<file path="config.mk">
export PLATFORM = sky130hd
export DESIGN_NAME = pci_tgt_decode
export DESIGN_NICKNAME = d
export VERILOG_FILES = /design/src/rtl/pci_tgt_pkg.sv /design/src/rtl/pci_tgt_cmd_lut.sv /design/src/rtl/pci_tgt_win_match.sv /design/src/rtl/pci_tgt_seq.sv /design/src/rtl/pci_tgt_decode.sv
export SDC_FILE = /design/constraint.sdc
export NUM_CORES = 1
export LEC_CHECK = 0
export BUFFER_PORTS_ARGS = -buffer_cell sky130_fd_sc_hd__buf_2
export CAP_MARGIN = 20
export CORE_UTILIZATION = 49
export DETAILED_ROUTE_END_ITERATION = 10
export PLACE_DENSITY = 0.8
export SLEW_MARGIN = 20
export SYNTH_ARGS = -nofsm -noshare
export SYNTH_HDL_FRONTEND = slang
export SYNTH_HIERARCHICAL = 1
export SYNTH_SLANG_ARGS = --single-unit
</file>
<file path="constraint.sdc">
create_clock -name clk -period 3.2 [get_ports clk]
set_input_delay 0.32 -clock clk [delete_from_list [all_inputs] [get_ports clk]]
set_output_delay 0.32 -clock clk [all_outputs]
set_load 0.1 [all_outputs]
</file>
<file path="src/rtl/pci_tgt_pkg.sv">
package pci_tgt_pkg;

  typedef enum logic [3:0] {
    CLS_NONE    = 4'd0,
    CLS_INTACK  = 4'd1,
    CLS_SPECIAL = 4'd2,
    CLS_IO_RD   = 4'd3,
    CLS_IO_WR   = 4'd4,
    CLS_MEM_RD  = 4'd5,
    CLS_MEM_WR  = 4'd6,
    CLS_CFG_RD  = 4'd7,
    CLS_CFG_WR  = 4'd8,
    CLS_MEM_RDM = 4'd9,
    CLS_MEM_RDL = 4'd10,
    CLS_MEM_WRI = 4'd11
  } cmd_cls_e;

  // which qualifier a command needs before it is claimed
  typedef enum logic [1:0] {
    QUAL_NEVER,
    QUAL_ALWAYS,
    QUAL_WINDOW,
    QUAL_SELECT
  } qual_e;

  typedef enum logic [1:0] {
    ST_IDLE,
    ST_DEC,
    ST_CLAIM,
    ST_TURN
  } seq_st_e;

endpackage

</file>
<file path="src/rtl/pci_tgt_cmd_lut.sv">
module pci_tgt_cmd_lut
  import pci_tgt_pkg::*;
#(
  parameter int CMD_W = 4
) (
  input  logic [CMD_W-1:0] cmd,
  output cmd_cls_e         cls,
  output qual_e            qual
);

  always_comb begin
    cls  = CLS_NONE;
    qual = QUAL_NEVER;
    case (cmd)
      4'b0000: begin cls = CLS_INTACK;  qual = QUAL_ALWAYS; end
      4'b0001: begin cls = CLS_SPECIAL; qual = QUAL_ALWAYS; end
      4'b0010: begin cls = CLS_IO_RD;   qual = QUAL_WINDOW; end
      4'b0011: begin cls = CLS_IO_WR;   qual = QUAL_WINDOW; end
      4'b0110: begin cls = CLS_MEM_RD;  qual = QUAL_WINDOW; end
      4'b0111: begin cls = CLS_MEM_WR;  qual = QUAL_WINDOW; end
      4'b1010: begin cls = CLS_CFG_RD;  qual = QUAL_SELECT; end
      4'b1011: begin cls = CLS_CFG_WR;  qual = QUAL_SELECT; end
      4'b1100: begin cls = CLS_MEM_RDM; qual = QUAL_WINDOW; end
      4'b1110: begin cls = CLS_MEM_RDL; qual = QUAL_WINDOW; end
      4'b1111: begin cls = CLS_MEM_WRI; qual = QUAL_WINDOW; end
      default: begin cls = CLS_NONE;    qual = QUAL_NEVER;  end
    endcase
  end

endmodule

</file>
<file path="src/rtl/pci_tgt_win_match.sv">
module pci_tgt_win_match #(
  parameter int ADDR_W = 32,
  parameter int LOG_W  = $clog2(ADDR_W)
) (
  input  logic [ADDR_W-1:0] addr,
  input  logic [ADDR_W-1:0] base,
  input  logic [LOG_W-1:0]  size_log2,
  output logic              hit
);

  logic [ADDR_W-1:0] miss;

  // a bit takes part in the compare when it lies at or above the window size
  for (genvar i = 0; i < ADDR_W; i++) begin : g_bit
    assign miss[i] = (i >= int'(size_log2)) && (addr[i] != base[i]);
  end

  assign hit = ~|miss;

endmodule

</file>
<file path="src/rtl/pci_tgt_seq.sv">
module pci_tgt_seq
  import pci_tgt_pkg::*;
(
  input  logic clk,
  input  logic rst,
  input  logic frame_n,
  input  logic irdy_n,
  input  logic claim,
  output logic cap_en,
  output logic decide,
  output logic phase_done,
  output logic ending,
  output logic devsel_n,
  output logic devsel_oe
);

  seq_st_e st_q;
  logic    idle_q;

  assign cap_en     = (st_q == ST_IDLE) && idle_q && !frame_n;
  assign decide     = (st_q == ST_DEC);
  assign phase_done = (st_q == ST_CLAIM) && !irdy_n;
  assign ending     = phase_done && frame_n;

  always_ff @(posedge clk) begin
    if (rst) begin
      st_q      <= ST_IDLE;
      idle_q    <= 1'b1;
      devsel_n  <= 1'b1;
      devsel_oe <= 1'b0;
    end else begin
      idle_q <= frame_n & irdy_n;
      case (st_q)
        ST_IDLE: if (cap_en) st_q <= ST_DEC;
        ST_DEC: begin
          if (claim) begin
            st_q      <= ST_CLAIM;
            devsel_n  <= 1'b0;
            devsel_oe <= 1'b1;
          end else begin
            st_q <= ST_IDLE;
          end
        end
        ST_CLAIM: begin
          if (ending) begin
            st_q     <= ST_TURN;
            devsel_n <= 1'b1;
          end
        end
        ST_TURN: begin
          st_q      <= ST_IDLE;
          devsel_oe <= 1'b0;
        end
        default: st_q <= ST_IDLE;
      endcase
    end
  end

endmodule

</file>
<file path="src/rtl/pci_tgt_decode.sv">
module pci_tgt_decode
  import pci_tgt_pkg::*;
#(
  parameter int DATA_W = 32,
  parameter int BE_W   = DATA_W / 8,
  parameter int LOG_W  = $clog2(DATA_W)
) (
  input  logic              clk,
  input  logic              rst,
  input  logic [DATA_W-1:0] ad_in,
  input  logic [BE_W-1:0]   cbe_n_in,
  input  logic              frame_n_in,
  input  logic              irdy_n_in,
  input  logic              cfg_sel_in,
  input  logic [DATA_W-1:0] win_base,
  input  logic [LOG_W-1:0]  win_log2,
  output logic              devsel_n_out,
  output logic              devsel_oe,
  output logic [3:0]        tgt_cls,
  output logic [DATA_W-1:0] tgt_addr,
  output logic [BE_W-1:0]   tgt_be,
  output logic [DATA_W-1:0] tgt_wdata,
  output logic              data_strobe
);

  localparam logic [DATA_W-1:0] STEP = DATA_W'(BE_W);

  logic [BE_W-1:0]   cmd_q;
  logic [DATA_W-1:0] addr_q;
  logic              sel_q;
  logic [DATA_W-1:0] cur_addr_q;
  cmd_cls_e          cls_q;

  cmd_cls_e lut_cls;
  qual_e    lut_qual;
  logic     win_hit;
  logic     claim;
  logic     cap_en, decide, phase_done, ending;

  pci_tgt_cmd_lut #(.CMD_W(BE_W)) u_lut (
    .cmd  (cmd_q),
    .cls  (lut_cls),
    .qual (lut_qual)
  );

  pci_tgt_win_match #(.ADDR_W(DATA_W), .LOG_W(LOG_W)) u_win (
    .addr      (addr_q),
    .base      (win_base),
    .size_log2 (win_log2),
    .hit       (win_hit)
  );

  always_comb begin
    case (lut_qual)
      QUAL_ALWAYS: claim = 1'b1;
      QUAL_WINDOW: claim = win_hit;
      QUAL_SELECT: claim = sel_q;
      default:     claim = 1'b0;
    endcase
  end

  pci_tgt_seq u_seq (
    .clk        (clk),
    .rst        (rst),
    .frame_n    (frame_n_in),
    .irdy_n     (irdy_n_in),
    .claim      (claim),
    .cap_en     (cap_en),
    .decide     (decide),
    .phase_done (phase_done),
    .ending     (ending),
    .devsel_n   (devsel_n_out),
    .devsel_oe  (devsel_oe)
  );

  always_ff @(posedge clk) begin
    if (rst) begin
      cmd_q       <= '1;
      addr_q      <= '0;
      sel_q       <= 1'b0;
      cur_addr_q  <= '0;
      cls_q       <= CLS_NONE;
      tgt_addr    <= '0;
      tgt_be      <= '0;
      tgt_wdata   <= '0;
      data_strobe <= 1'b0;
    end else begin
      data_strobe <= 1'b0;
      if (cap_en) begin
        cmd_q  <= cbe_n_in;
        addr_q <= ad_in;
        sel_q  <= cfg_sel_in;
      end
      if (decide && claim) begin
        cls_q      <= lut_cls;
        cur_addr_q <= addr_q;
      end
      if (phase_done) begin
        data_strobe <= 1'b1;
        tgt_be      <= ~cbe_n_in;
        tgt_wdata   <= ad_in;
        tgt_addr    <= cur_addr_q;
        cur_addr_q  <= cur_addr_q + STEP;
      end
      if (ending) cls_q <= CLS_NONE;
    end
  end

  assign tgt_cls = cls_q;

endmodule

</file>
==> flow_summary_export.csv, run 1 <==
group,metric,value,unit
power_and_ir_drop,powerDensity,513.4,nW/um^2
logic_synthesis,netlist_instances,760,
layout,final_nets,968,
grt,grt_max_degree,78,
floorplan,dieArea,14950,sq um
worst_setup_path,endpoint_kind,"register",
placed_design,dp_hpwl,13.02,mm
timing,slew-limit-headroom,45.28,%
timing,max_freq,352.4,MHz
logic_synthesis,synth.cell_area,7086,sq um
layout,drive_gt1_share,23.92,%
worst_setup_path,cp.required,3.50,ns
detailed_routing,wirelength,18.61,mm
logic_synthesis,ys.flop_type,"dfxtp_1",
clocking,clkSlewWorstSetupHoldPaths,0.06,ns
run,cap_violations,0,
timing,setup_slack,0.3620,ns
clocking,post_cts_buffers,0,
clocking,clk_latency,0.43,ns
layout,num-fill-cells,1206,
logic_synthesis,async_flop_share,0,%
clocking,cts_buffer_depth,2,
floorplan,core_region_area,13990,sq um
placed_design,dp_cells,1047,
power_and_ir_drop,p_leak,3.320,nW
timing,finClkSkew,0.007032,ns
detailed_routing,dr_total_vias,6230,
timing,tightest_slew,0.8178,ns
layout,final-instance-count-excl-fill,1079,
run_status,status,"complete, no violations",
floorplan,die_w,122.3,um
layout,diodes,0,
grt,grt_pass1_wl,29.86,mm
logic_synthesis,ys_warn_count,6,
timing,finalSetupViolCount,0,
layout,most-common-layout-cells,"buf_2, dfxtp_1, nor2_1, mux2i_1, a211oi_1",
detailed_routing,drcViolationCount,0,
worst_setup_path,cp-start-kind,"register",
placed_design,place_congestion,0.8427,
power_and_ir_drop,p_total,4.396,mW
layout,layout_commonest_cell,"buf_2",
worst_setup_path,critPathArrivalTime,3.14,ns
placed_design,io_buffers,152,
clocking,htree_levels,4,
detailed_routing,drtIter0Drc,422,
clocking,ctsResizeCount,0,
timing,setup-tns-final,0,ns
grt,grtUsageTotal,25.74,%
worst_hold_path,holdCritPathClass,"in2reg",
logic_synthesis,yosys.cell_types.count,71,
timing,post-route-period-util,88.69,%
logic_synthesis,syn_area_per_cell,9.323,sq um
floorplan,rows,43,
clocking,cts_sinks,147,
clocking,cts_root_buffer,"clkbuf_16",
clocking,hold_buffers,0,
detailed_routing,firstDrtPassIters,5,
logic_synthesis,ys_ff_latch,147,
timing,rsz0062_at_grt,"false",
logic_synthesis,syn_nets,842,
clocking,cts_buffers,17,
placed_design,place_ws,0.2966,ns
worst_setup_path,path_max_fanout,14,
detailed_routing,drtAntennaViolNets,0,
logic_synthesis,synth-seq-area-share,41.53,%
worst_setup_path,critical_path_class,"reg2reg",
floorplan,pin_count,153,
clocking,cts_tree,"done",
power_and_ir_drop,ir_drop,0.0002910,V
detailed_routing,vias_per_cell,5.774,
grt,grt-ovfl-total,0,
timing,fin_crit,2.838,ns
logic_synthesis,synth_edf_count,0,
grt,antenna_found_initial,0,
grt,grt_pass1_vias,5808,
floorplan,start_util,50.65,%
timing,drv_slew,0,
floorplan,die_h,122.3,um
layout,area_growth,20.85,%
timing,hold_viol_final,0,
detailed_routing,wire_per_inst,17.25,um
## cells in the mapped netlist (3+ instances only)
cell type / instances / area, sq um
dfxtp_1: 147 / 2943
nor2_1: 119 / 446.7
mux2i_1: 107 / 1071
a211oi_1: 36 / 270.3
xnor2_1: 34 / 297.8
clkbuf_1: 30 / 112.6
nand2_1: 25 / 93.84
a21oi_1: 23 / 115.1
o31a_1: 17 / 148.9
nand3_1: 16 / 80.08
buf_1: 14 / 52.55
a311oi_1: 11 / 96.34
nor4_1: 11 / 68.82
xor2_1: 11 / 96.34
inv_1: 10 / 37.54
nor3_1: 10 / 50.05
a31oi_1: 8 / 50.05
nand4_1: 8 / 50.05
o21ai_0: 8 / 40.04
o31ai_1: 8 / 60.06
or3_1: 8 / 50.05
nor2b_1: 6 / 37.54
buf_2: 5 / 25.02
o211ai_1: 5 / 37.54
or4_1: 5 / 37.54
a211o_1: 4 / 35.03
buf_6: 4 / 45.04
ha_1: 4 / 50.05
and2_1: 3 / 18.77
and3_1: 3 / 18.77
and4_1: 3 / 26.28
clkbuf_8: 3 / 41.29
nand2b_1: 3 / 18.77
o21a_1: 3 / 22.52
o21ai_1: 3 / 15.01
## kinds of logic (layout without fill, tap and decap cells)
logic type,after synthesis,count (layout),synth area share [%]
simple gates,237,237,16.62
mux,107,107,15.12
xor+xnor,45,45,5.562
compound gates,150,150,15.70
flops,147,147,41.53
buf+inv,70,209,4.768
fa+ha+maj,4,4,0.7064
## metal layers
layer	global-route usage (%)	wire length, um	up-vias	share of wire (%)
met5	0	0	-	0
met4	9.604	419	0	2.3
met3	7.621	1419	35	7.6
met2	39.82	8534	238	46
met1	33.75	8237	2951	44
li1	-	-	3006	-
## flip-flops by register name, summed over array words and instances, names as in the netlist, named ones only
register,cells
data_strobe,1
tgt_wdata,32
cmd_q,4
sel_q,1
addr_q,32
cur_addr_q,32
u_seq/devsel_n,1
tgt_cls,4
u_seq/st_q,1
u_seq/devsel_oe,1
tgt_be,4
u_seq/idle_q,1
tgt_addr,32
## area by class of cell
| type | count | area, sq um | share of cell area (%) |
|---|---|---|---|
| multi-input combinational | 543 | 3817 | 44.58 |
| sequential | 147 | 2943 | 34.37 |
| timing repair buffer | 166 | 930.9 | 10.87 |
| clock buffer | 23 | 478.0 | 5.582 |
| tap | 180 | 225.2 | 2.630 |
| clock inverter | 9 | 127.6 | 1.490 |
| inverter | 11 | 41.29 | 0.4822 |
## worst max-delay path, cell delays in order (launching register included)
cell and delay, ns:
dfxtp_1 0.35, xnor2_1 0.33, nand3_1 0.16, nor3_2 0.13, o2111ai_1 0.15, a2111oi_2 0.45, a21oi_1 0.15, nor3_2 0.29
buf_12 0.20, mux2i_1 0.08, a2111oi_0 0.42
## where the power goes
group          switching, mW  leakage [nW]  total (mW)  internal (mW)
Sequential            0.0582          1.19        1.93           1.87
Combinational          0.254          1.84       0.428          0.175
Clock                  0.755         0.289        2.04           1.28
Total                   1.07          3.32        4.40           3.33
## path summary, 6_finish.rpt
check	depth (start not counted)	to	slack [ns]	startpoint
max reg2reg	10	cur_addr_q[28]$_SDFFE_PP0P_	0.36	addr_q[22]$_SDFFE_PP0P_
min	2	cmd_q[0]$_SDFFE_PP1P_	0.12	cbe_n_in[0]
min reg2reg	2	tgt_addr[30]$_SDFFE_PP0P_	0.47	tgt_addr[30]$_SDFFE_PP0P_
max	10	cur_addr_q[28]$_SDFFE_PP0P_	0.36	addr_q[22]$_SDFFE_PP0P_
## per-stage QoR
stage,util (%),hold slack [ns],cell area (sq um)
3_3_place_gp,56.89,0.4525,7958
4_1_cts,61.22,0.1053,8563
2_1_floorplan,-,0.3824,7086
6_report,61.22,0.1167,8563
3_5_place_dp,56.89,0.4570,7958
5_1_grt,61.22,0.1127,8563
Note: power is estimated with default switching activity, not from simulation.
==> run 2, diff against run 1 <==
--- a/config.mk
+++ b/config.mk
@@ -5,6 +5,7 @@
 export SDC_FILE = /design/constraint.sdc
 export NUM_CORES = 1
 export LEC_CHECK = 0
+export ABC_AREA = 1
 export BUFFER_PORTS_ARGS = -buffer_cell sky130_fd_sc_hd__buf_2
 export CAP_MARGIN = 20
 export CORE_UTILIZATION = 49
==> run 2 against run 1 <==
  * Final cell count grew 26%
  * Via count up 15%
  * Register-to-register slack improved by 0.46 ns
  * Worst hold slack worse by 0.032 ns
  * Flip-flop and latch count stayed put
  * Die area is 0.16% lower
  * Clock skew up 0.0012 ns
  * Critical path type unchanged
==> flow_summary_export.csv, run 2 <==
group,metric,value,unit
floorplan,die_w,122.2,um
worst_hold_path,holdCritPathClass,"in2reg",
grt,antenna_found_initial,1,
timing,hold_viol_final,0,
floorplan,dieArea,14920,sq um
logic_synthesis,syn_nets,1116,
grt,grt-ovfl-total,0,
clocking,htree_levels,4,
logic_synthesis,ys.flop_type,"dfxtp_1",
clocking,cts_buffers,17,
logic_synthesis,yosys.cell_types.count,36,
floorplan,start_util,50.57,%
run,cap_violations,0,
logic_synthesis,async_flop_share,0,%
logic_synthesis,synthTopCellsByCount,"nand2_1, nor2_1, dfxtp_1, o21ai_0, inv_1",
grt,grt_pass1_vias,6648,
worst_setup_path,critical_path_class,"reg2reg",
logic_synthesis,synth_edf_count,0,
floorplan,core_region_area,13990,sq um
layout,final_nets,1249,
timing,finClkSkew,0.008267,ns
timing,tightest_slew,0.9196,ns
grt,grt_pass1_wl,32.60,mm
power_and_ir_drop,p_leak,3.981,nW
clocking,cts_root_buffer,"clkbuf_16",
grt,grtUsageTotal,28.33,%
timing,setup-tns-final,0,ns
placed_design,io_buffers,152,
clocking,cts_tree,"done",
logic_synthesis,synthTopCellsByArea,"dfxtp_1, nand2_1, nor2_1",
timing,post-route-period-util,74.21,%
layout,layout_commonest_cell,"nand2_1",
logic_synthesis,ys_warn_count,6,
clocking,cts_buffer_depth,2,
placed_design,place_ws,0.6437,ns
detailed_routing,firstDrtPassIters,5,
placed_design,dp_hpwl,14.10,mm
clocking,cts_sinks,147,
timing,fin_crit,2.375,ns
clocking,clk_latency,0.43,ns
logic_synthesis,synth-seq-area-share,41.60,%
layout,drive_gt1_share,19.75,%
power_and_ir_drop,ir_drop,0.0004115,V
layout,area_growth,20.06,%
logic_synthesis,synthDominantCellAreaShare,41.60,%
logic_synthesis,yosysTopAreaCell,"dfxtp_1",
floorplan,rows,43,
logic_synthesis,yosysMostFrequentCell,"nand2_1",
worst_setup_path,path_max_fanout,21,
detailed_routing,dr_total_vias,7151,
logic_synthesis,ys_ff_latch,147,
detailed_routing,vias_per_cell,5.258,
clocking,clkSlewWorstSetupHoldPaths,0.06,ns
floorplan,pin_count,153,
logic_synthesis,synth.cell_area,7074,sq um
worst_setup_path,endpoint_kind,"register",
clocking,ctsResizeCount,0,
placed_design,place_congestion,0.9023,
detailed_routing,wire_per_inst,14.97,um
detailed_routing,drcViolationCount,0,
timing,drv_slew,0,
detailed_routing,wirelength,20.36,mm
worst_setup_path,critPathArrivalTime,2.70,ns
power_and_ir_drop,powerDensity,516.8,nW/um^2
run_status,status,"complete, no violations",
detailed_routing,drtAntennaViolNets,0,
clocking,hold_buffers,0,
timing,holdWs,0.08507,ns
worst_setup_path,cp-start-kind,"register",
logic_synthesis,syn_area_per_cell,6.842,sq um
layout,diodes,0,
timing,rsz0062_at_grt,"false",
layout,most-common-layout-cells,"nand2_1, nor2_1, buf_2, dfxtp_1, o21ai_0",
logic_synthesis,netlist_instances,1034,
timing,finalSetupViolCount,0,
floorplan,die_h,122.2,um
clocking,post_cts_buffers,0,
timing,setup_slack,0.8252,ns
timing,slew-limit-headroom,38.69,%
timing,max_freq,421.1,MHz
detailed_routing,drtIter0Drc,449,
grt,grt_max_degree,101,
worst_setup_path,cp.required,3.52,ns
run 2: final timing paths:
kind                            cells past startpoint                     endpoint  slack [ns]                   startpoint
worst max-delay path                               18  cur_addr_q[16]$_SDFFE_PP0P_        0.83       addr_q[6]$_SDFFE_PP0P_
worst min-delay path                                2       tgt_be[2]$_SDFFE_PP0P_        0.09                  cbe_n_in[2]
worst min register to register                      2  u_seq/devsel_n$_SDFFE_PP1P_        0.46  u_seq/devsel_n$_SDFFE_PP1P_
worst max register to register                     18  cur_addr_q[16]$_SDFFE_PP0P_        0.83       addr_q[6]$_SDFFE_PP0P_
run 2: critical path, stage by stage, from the launching register on:
cell and delay [ns]:
dfxtp_1 0.37, or2_2 0.29, nand3_1 0.07, nand2_1 0.06, nor2_1 0.11, nor2_1 0.05, nor2_1 0.08, nand2_1 0.06
nor2_1 0.10, nand2_1 0.07, nand2_2 0.13, nand3_4 0.13, nand2_1 0.09, buf_4 0.26, inv_1 0.13, nand2_1 0.07
o21ai_0 0.07, nand2_1 0.07, nand2_1 0.06
run 2: logic make-up after synthesis:
group                    share of synthesized area [%]
AND/OR/NAND/NOR                                  30.77
buffers and inverters                            7.817
flip-flops                                       41.60
XOR/XNOR                                         3.466
AO/OA/AOI/OAI                                    15.64
adder cells (fa/ha/maj)                         0.7075
run 2: per-stage QoR:
stage / utilization (%) / instances / power (mW) / cell area [sq um]
after floorplan: - / 1034 / 2.275 / 7074
after global placement: 56.56 / 1328 / 2.419 / 7911
after detailed placement: 56.56 / 1328 / 2.429 / 7911
after CTS: 60.72 / 1360 / 4.401 / 8493
after global routing: 60.72 / 1360 / 4.552 / 8493
final: 60.72 / 1360 / 4.389 / 8493
run 2: layout make-up:
type                    instances  area, sq um
multi-input cells             751         3586
well taps                     180        225.2
fillers                      1310         5495
clock inverters                 9        103.9
flip-flops and latches        147         2943
clock buffers                  23        478.0
repair buffers                159        813.3
inverters                      91        344.1
run 2: metal layers:
layer	track usage, %	share of wire (%)	vias to the layer above
met3	6.929	6.7	38
met5	0	0.059	-
li1	-	-	3584
met4	11.05	2.6	2
met1	35.69	44	3281
met2	46.43	46	246
run 2: power breakdown:
group          switching [mW]  internal [mW]  total (mW)  leakage (nW)
clock network           0.783           1.20        1.99         0.283
registers              0.0519           1.89        1.94          1.19
logic                   0.319          0.144       0.463          2.51
